==> src/rtl/fdc_glue_pkg.sv <==
package fdc_glue_pkg;
    localparam int CTL_W     = 8;
    localparam int NUM_SEL   = 4;
    localparam int MOTOR_BIT = 4;
    localparam int DDEN_BIT  = 5;
    localparam int OPT_LSB   = 6;
    localparam int OPT_W     = 2;
    localparam int REG_W     = 2;

    typedef struct packed {
        logic intrq_q;
        logic drq_q;
        logic nmi_q;
        logic flag_q;
    } irq_state_t;

    typedef struct packed {
        logic [CTL_W-1:0] ctl_q;
    } drv_state_t;
endpackage

==> src/rtl/fdc_glue_decode.sv <==
module fdc_glue_decode
    import fdc_glue_pkg::*;
#(
    parameter int              ADDR_W   = 8,
    parameter logic [ADDR_W-1:0] WIN_BASE = 8'h0C
) (
    input  logic              cpu_cs,
    input  logic              cpu_rd,
    input  logic              cpu_wr,
    input  logic [ADDR_W-1:0] cpu_addr,
    input  logic [7:0]        fdc_rdata,
    output logic [7:0]        cpu_rdata,
    output logic              fdc_cs,
    output logic              fdc_rd,
    output logic              fdc_wr,
    output logic [REG_W-1:0]  fdc_reg
);
    localparam int WIN_SIZE = 1 << REG_W;

    logic [ADDR_W-1:0] offset;
    logic              in_win;

    always_comb begin
        offset    = cpu_addr - WIN_BASE;
        in_win    = cpu_cs && (offset < ADDR_W'(WIN_SIZE));
        fdc_cs    = in_win;
        fdc_rd    = in_win && cpu_rd;
        fdc_wr    = in_win && cpu_wr;
        // highest address maps to register 0
        fdc_reg   = ~offset[REG_W-1:0];
        cpu_rdata = (in_win && cpu_rd) ? fdc_rdata : 8'hFF;
    end
endmodule

==> src/rtl/fdc_glue_irq.sv <==
module fdc_glue_irq
    import fdc_glue_pkg::*;
(
    input  logic clk,
    input  logic rst_n,
    input  logic fdc_intrq,
    input  logic fdc_drq,
    input  logic nmi_en,
    input  logic cb1_en,
    input  logic pb_read,
    input  logic sys_firq,
    input  logic port_irq_a,
    output logic nmi,
    output logic firq
);
    irq_state_t st_d, st_q;
    logic intrq_rise, intrq_fall, drq_rise;

    always_comb begin
        st_d       = st_q;
        intrq_rise = fdc_intrq && !st_q.intrq_q;
        intrq_fall = !fdc_intrq && st_q.intrq_q;
        drq_rise   = fdc_drq && !st_q.drq_q;

        st_d.intrq_q = fdc_intrq;
        st_d.drq_q   = fdc_drq;

        if (intrq_rise && nmi_en)
            st_d.nmi_q = 1'b1;
        else if (intrq_fall)
            st_d.nmi_q = 1'b0;

        if (drq_rise)
            st_d.flag_q = 1'b1;
        else if (pb_read)
            st_d.flag_q = 1'b0;
    end

    always_ff @(posedge clk) begin
        if (!rst_n)
            st_q <= '0;
        else
            st_q <= st_d;
    end

    assign nmi  = st_q.nmi_q;
    assign firq = sys_firq || port_irq_a || (st_q.flag_q && cb1_en);
endmodule

==> src/rtl/fdc_glue_drive.sv <==
module fdc_glue_drive
    import fdc_glue_pkg::*;
(
    input  logic             clk,
    input  logic             rst_n,
    input  logic             drv_wr,
    input  logic [CTL_W-1:0] drv_data,
    output logic [NUM_SEL-1:0] drv_sel_n,
    output logic             motor_n,
    output logic             fdc_dden,
    output logic [OPT_W-1:0] fdc_opt
);
    drv_state_t st_d, st_q;
    logic [NUM_SEL-1:0] sel_hi;

    always_comb begin
        st_d = st_q;
        if (drv_wr)
            st_d.ctl_q = drv_data;
    end

    always_ff @(posedge clk) begin
        if (!rst_n)
            st_q <= '0;
        else
            st_q <= st_d;
    end

    // a select bit wins when no higher-numbered select bit is set
    genvar g;
    generate
        for (g = 0; g < NUM_SEL; g++) begin : g_sel
            if (g == NUM_SEL - 1) begin : g_top
                assign sel_hi[g] = st_q.ctl_q[g];
            end else begin : g_low
                assign sel_hi[g] = st_q.ctl_q[g] && (st_q.ctl_q[NUM_SEL-1:g+1] == '0);
            end
            assign drv_sel_n[g] = !sel_hi[g];
        end
    endgenerate

    assign motor_n  = !st_q.ctl_q[MOTOR_BIT];
    assign fdc_dden = st_q.ctl_q[DDEN_BIT];
    assign fdc_opt  = st_q.ctl_q[OPT_LSB +: OPT_W];
endmodule

==> src/rtl/fdc_glue.sv <==
module fdc_glue
    import fdc_glue_pkg::*;
#(
    parameter int                ADDR_W   = 8,
    parameter logic [ADDR_W-1:0] WIN_BASE = 8'h0C
) (
    input  logic              clk,
    input  logic              rst_n,
    input  logic              cpu_cs,
    input  logic              cpu_rd,
    input  logic              cpu_wr,
    input  logic [ADDR_W-1:0] cpu_addr,
    input  logic [7:0]        cpu_wdata,
    output logic [7:0]        cpu_rdata,
    output logic              fdc_cs,
    output logic              fdc_rd,
    output logic              fdc_wr,
    output logic [1:0]        fdc_reg,
    output logic [7:0]        fdc_wdata,
    input  logic [7:0]        fdc_rdata,
    input  logic              fdc_intrq,
    input  logic              fdc_drq,
    input  logic              nmi_en,
    input  logic              cb1_en,
    input  logic              pb_read,
    input  logic              sys_firq,
    input  logic              port_irq_a,
    output logic              nmi,
    output logic              firq,
    input  logic              drv_wr,
    input  logic [7:0]        drv_data,
    output logic [3:0]        drv_sel_n,
    output logic              motor_n,
    output logic              fdc_dden,
    output logic [1:0]        fdc_opt
);
    assign fdc_wdata = cpu_wdata;

    fdc_glue_decode #(.ADDR_W(ADDR_W), .WIN_BASE(WIN_BASE)) u_dec (
        .cpu_cs    (cpu_cs),
        .cpu_rd    (cpu_rd),
        .cpu_wr    (cpu_wr),
        .cpu_addr  (cpu_addr),
        .fdc_rdata (fdc_rdata),
        .cpu_rdata (cpu_rdata),
        .fdc_cs    (fdc_cs),
        .fdc_rd    (fdc_rd),
        .fdc_wr    (fdc_wr),
        .fdc_reg   (fdc_reg)
    );

    fdc_glue_irq u_irq (
        .clk        (clk),
        .rst_n      (rst_n),
        .fdc_intrq  (fdc_intrq),
        .fdc_drq    (fdc_drq),
        .nmi_en     (nmi_en),
        .cb1_en     (cb1_en),
        .pb_read    (pb_read),
        .sys_firq   (sys_firq),
        .port_irq_a (port_irq_a),
        .nmi        (nmi),
        .firq       (firq)
    );

    fdc_glue_drive u_drv (
        .clk       (clk),
        .rst_n     (rst_n),
        .drv_wr    (drv_wr),
        .drv_data  (drv_data),
        .drv_sel_n (drv_sel_n),
        .motor_n   (motor_n),
        .fdc_dden  (fdc_dden),
        .fdc_opt   (fdc_opt)
    );
endmodule

==> config.mk <==
export PLATFORM = sky130hd
export DESIGN_NAME = fdc_glue
export DESIGN_NICKNAME = d
export VERILOG_FILES = /design/src/rtl/fdc_glue_pkg.sv /design/src/rtl/fdc_glue_decode.sv /design/src/rtl/fdc_glue_irq.sv /design/src/rtl/fdc_glue_drive.sv /design/src/rtl/fdc_glue.sv
export SDC_FILE = /design/constraint.sdc
export NUM_CORES = 1
export LEC_CHECK = 0
export BUFFER_PORTS_ARGS = -buffer_cell sky130_fd_sc_hd__clkbuf_2
export CAP_MARGIN = 20
export CORE_MARGIN = 2
export CORE_UTILIZATION = 29
export DETAILED_ROUTE_END_ITERATION = 7
export PLACE_DENSITY = 0.76
export SETUP_SLACK_MARGIN = 0.3
export SLEW_MARGIN = 15
export SYNTH_ARGS = -nofsm -noshare
export SYNTH_HDL_FRONTEND = slang
export SYNTH_SLANG_ARGS = --single-unit
==> constraint.sdc <==
create_clock -name clk -period 1.6 [get_ports clk]
set_input_delay 0.32 -clock clk [delete_from_list [all_inputs] [get_ports clk]]
set_output_delay 0.32 -clock clk [all_outputs]
set_load 0.02 [all_outputs]
Word level (Yosys, flattened, before mapping)
Cells that the tools add are included.

storage, ports and cells
  register bits after elaboration = 12
  input port bits = 45
  output and inout port bits = 31
  word-level logic and storage cells = 39

cells by class
  add/sub/neg operators = 1
  magnitude comparators = 1
  muxes and demuxes = 5
  bitwise operators = 2
  reductions and logical operators = 25

operators by type and width
  kind                                                count
  logical AND 1 bit                                   11
  logical NOT 1 bit                                   8
  < comparator 8 x 3 -> 1 bit, second input constant  1
  two-way mux 8 bit                                   1
  subtractor 8 x 4 -> 8 bit, second input constant    1
  two-way mux 1 bit                                   4
  nonzero test 2 bit                                  2
  logical NOT 3 bit                                   1
  logical NOT 2 bit                                   1
  logical OR 1 bit                                    2
  NOT 2 bit                                           1
  NOT 1 bit                                           1

Depth between registers and ports, before layout
  depth after elaboration = 5
  mapped depth = 4
  mapped depth without buffers = 3

Hierarchy
Synthesis repeated with hierarchy kept, for this count alone.

second synthesis, totals
  cell total of the unflattened synthesis = 72
  area, all modules = 681.9 sq um

by module, submodules not included
  module           times used  cells each  area an instance (sq um)  sequential area each (sq um)
  fdc_glue_drive   1           33          342.8                     160.2
  fdc_glue_irq     1           14          148.9                     80.1
  fdc_glue_decode  1           17          130.1                     0.0
  fdc_glue         1           8           60.1                      0.0

Worst setup path before layout
No wires, ideal clock.

  path type = input -> output
  from = input cpu_addr[7]
  to = output fdc_wr
  data arrival time = 1.621 ns
  required time = 1.280 ns
  slack = -0.341 ns
  stages on the path = 4
  path buffers = 1
  cells stage by stage = or4b_4 > buf_6 > nor3_2 > and2_1

on the way
  longest elaborated chain between the ends = 4

ends and longest elaborated chain
  item                         RTL line               text
  from (decl)                  fdc_glue.sv:12         input logic [ADDR_W-1:0] cpu_addr,
  subtractor 8 x 4 -> 8 bit    fdc_glue_decode.sv:24  offset = cpu_addr - WIN_BASE;
  < comparator 8 x 3 -> 1 bit  fdc_glue_decode.sv:25  in_win = cpu_cs && (offset < ADDR_W'(WIN_SIZE));
  logical AND 1 bit            fdc_glue_decode.sv:25
  via fdc_cs                   fdc_glue.sv:15         output logic fdc_cs,
  logical AND 1 bit            fdc_glue_decode.sv:28  fdc_wr = in_win && cpu_wr;
  to (decl)                    fdc_glue.sv:17         output logic fdc_wr,

The timed path passes the listed nets, and every way through them passes these cells.

Final worst setup path
  from = input cpu_addr[6]
  to = output cpu_rdata[4]

on the way
  longest elaborated chain between the ends = 5

ends and longest elaborated chain
  item                         RTL line               text
  subtractor 8 x 4 -> 8 bit    fdc_glue_decode.sv:24
  < comparator 8 x 3 -> 1 bit  fdc_glue_decode.sv:25
  logical AND 1 bit            fdc_glue_decode.sv:25
  logical AND 1 bit            fdc_glue_decode.sv:31  cpu_rdata = (in_win && cpu_rd) ? fdc_rdata : 8'hFF;
  two-way mux 8 bit            fdc_glue_decode.sv:31
  to (decl)                    fdc_glue.sv:14         output logic [7:0] cpu_rdata,

Every way passes these cells.

==> reports/qor.csv <==
metric,value,unit
status,"complete, but fails checks",
violated checks,negative setup slack,
Synth Area in XOR/XNOR,0,%
Seq pwr share,45.7,%
Max Slew Vio Count,0,
total CTS buffers,3,
Tightest Hold Check Type,in2reg,
Clock Path Buffers,2,
vias per cell,4.429,
critical path type,in2out,
Initial Util,30.28,%
"Cell Area, Synth",656.9,um2
arrival time at the worst endpoint,1.50,ns
worst path required time,1.28,ns
Fmax,549.3,MHz
design internal power,536.6,uW
largest family of logic cells by synthesized area,simple AND/OR/NAND/NOR gates,
Seq cells post-synth,12,
routability cong.,0.6039,
Pwr Total,718.9,uW
via count,691,
synth top area cells,"dfxtp_1 (37%), mux2i_1 (12%), buf_4 (11%), nor2b_1 (7.6%), or3_1 (7.6%)",
area occupied by multi-input gates,329.1,um2
Sw Ratio,25.36,%
vias in the first global route,614,
Die Ht,51.60,um
sequential area share after synthesis,36.57,%
P per Cell Area,688.1,mW/mm2
Initial DRC Count,6,
Routed Antenna Nets,0,
Synth area leader,dfxtp_1,
post-synth cell types,20,
Clock Power Share,33.0,%
total track usage,11.46,%
Synth Area in Compound Gates,4.190,%
I/O Buffers,59,
post-DP HPWL,1364,um
crit end category,output pin,
fin util,48.15,%
Mapped Nets,119,
CTS tree,yes,
warnings from Yosys,0,
worst setup margin,-0.2204,ns
final count of negative-setup-slack endpoints,11,
Clock Pin Slew Worst Setup and Hold Paths,0.07,ns
fin crit share,113.8,%
share of cells above drive strength 1,58.59,%
Psw,182.3,uW
syn avg cell area,8.877,um2
# hold bufs at CTS,0,
DRC viols,0,
WL per Instance,10.89,um
core box area,0.002170,mm2
worst-margin pin slew,0.2840,ns
Yosys top cell area share,36.57,%
mux cell area share after synthesis,12.19,%
first-pass GRT wire length,2290,um
CP max FO,5,
GRT overflow,0,
# diodes,0,
Max stage delay on crit path,0.57,ns
skew final,0.005281,ns
Rows,17,
Tmin final,1.820,ns
CTS root buf,clkbuf_4,
synthesized instance count,74,
Area Overhead vs Synth,59.05,%
CP max stage cell,or4b_4,
Die ar.,0.002662,mm2
"wirelength, routed",1699,um
VDD IR max,0.6014,mV
Comb pwr share,21.3,%
initial antenna violation count,0,
critical-path cell list,buf_6 -> or4b_4 -> or3_1 -> buf_2,
Max Cap Violations,0,
final net count,174,
post-synthesis adder-cell area fraction,0,%
CTS H-tree depth,1,
die width,51.60,um
RSZ-0062 raised after global routing,true,
TritonCTS sink count,12,
DRT Pass-1 Iters,4,
simple-gate share of the synthesized area,28.76,%
leak pwr,0.5204,nW
Final Hold Viols,0,
crit start category,primary input,
Slew headroom,80.96,%
register area,244.0,um2
largest net degree at the start of global routing,13,
I/O Pins,76,
filler instances,214,
Skew-Pair Late Insertion Delay,0.27,ns
## worst paths after layout
check | endpoint | cells past startpoint | slack [ns] | startpoint
min reg2reg | u_drv.st_q[7] | 2 | 0.52 | u_drv.st_q[7]
max | cpu_rdata[4] | 4 | -0.22 | cpu_addr[6]
min | u_irq.st_q[2] | 2 | 0.26 | fdc_drq
max reg2reg | u_irq.nmi | 3 | 0.86 | u_irq.st_q[3]
## synthesized netlist by cell type, drive strengths merged
library cell	n
dfxtp	12
buf	11
mux2i	8
nor2b	8
or3	8
inv	7
and2	4
nand2	3
clkbuf	2
nor2	2
a211o	1
a21boi	1
nand3	1
nand3b	1
nand4b	1
nor3	1
o21ai	1
o22ai	1
or4b	1
## worst max-delay path, delay by kind of cell
kind | cells | cell delay [ns]
AND/OR/NAND/NOR | 2 | 0.92
buffers and inverters | 2 | 0.25
## routing by layer
metal  vias up  part of all wire (%)  GRT usage, %
li1        345                     -             -
met3         2                    12         2.299
met1       293                    32         9.769
met2        51                    56         24.79
met5         -                     0             0
met4         0                  0.12         4.386
## cell families after synthesis
group	Yosys count
and+or+nand+nor	30
muxes	8
AOI/OAI and AO/OA	4
DFF	12
buffers and inverters	20
## cells in the final DEF, fill, tap and decap left out, drive strengths merged, types with 2 or more instances in the layout
cell type / n
clkbuf: 50
buf: 16
dfxtp: 12
or3: 8
mux2i: 8
nor2b: 8
inv: 7
and2: 4
nand2: 3
or4b: 2
nor2: 2
## state kept, by name, summed over array words and instances (netlist names)
name / flops
u_irq.nmi: 1
u_irq.st_q: 3
u_drv.st_q: 8
## cell type report
type	instances	share of cell area (%)
timing repair buffer	62	35.81
multi-input combinational	43	31.50
clock buffer	4	3.473
inverter	7	2.515
sequential	12	23.35
tap	28	3.353
## through the flow
step           hold WS (ns)  std cells  setup TNS (ns)  cell area (um2)  setup slack [ns]
2_1_floorplan        0.4417         74          -1.340            665.6           -0.2028
3_3_place_gp         0.4695        149          -2.089            909.6           -0.2328
3_5_place_dp         0.5037        149          -2.301            909.6           -0.2511
4_1_cts              0.2559        154          -2.028             1007           -0.2227
5_1_grt              0.2629        156          -2.320             1045           -0.2327
6_report             0.2644        156          -2.102             1045           -0.2204
## power groups by stage
stage	clock (mW)	sequential, mW	combinational (mW)
final	0.237	0.328	0.153
after global routing	0.260	0.330	0.168
after CTS	0.242	0.328	0.150
after detailed placement	0	0.333	0.140
after global placement	0	0.332	0.136
after floorplan	0	0.334	0.101
## what timing repair did
item	in CTS	in global routing
resized for setup	13	18
setup buffers	0	2
pin swaps	3	2
setup endpoints to repair	14	14
cloned	1	0
Power figures use the tool's default switching activity.
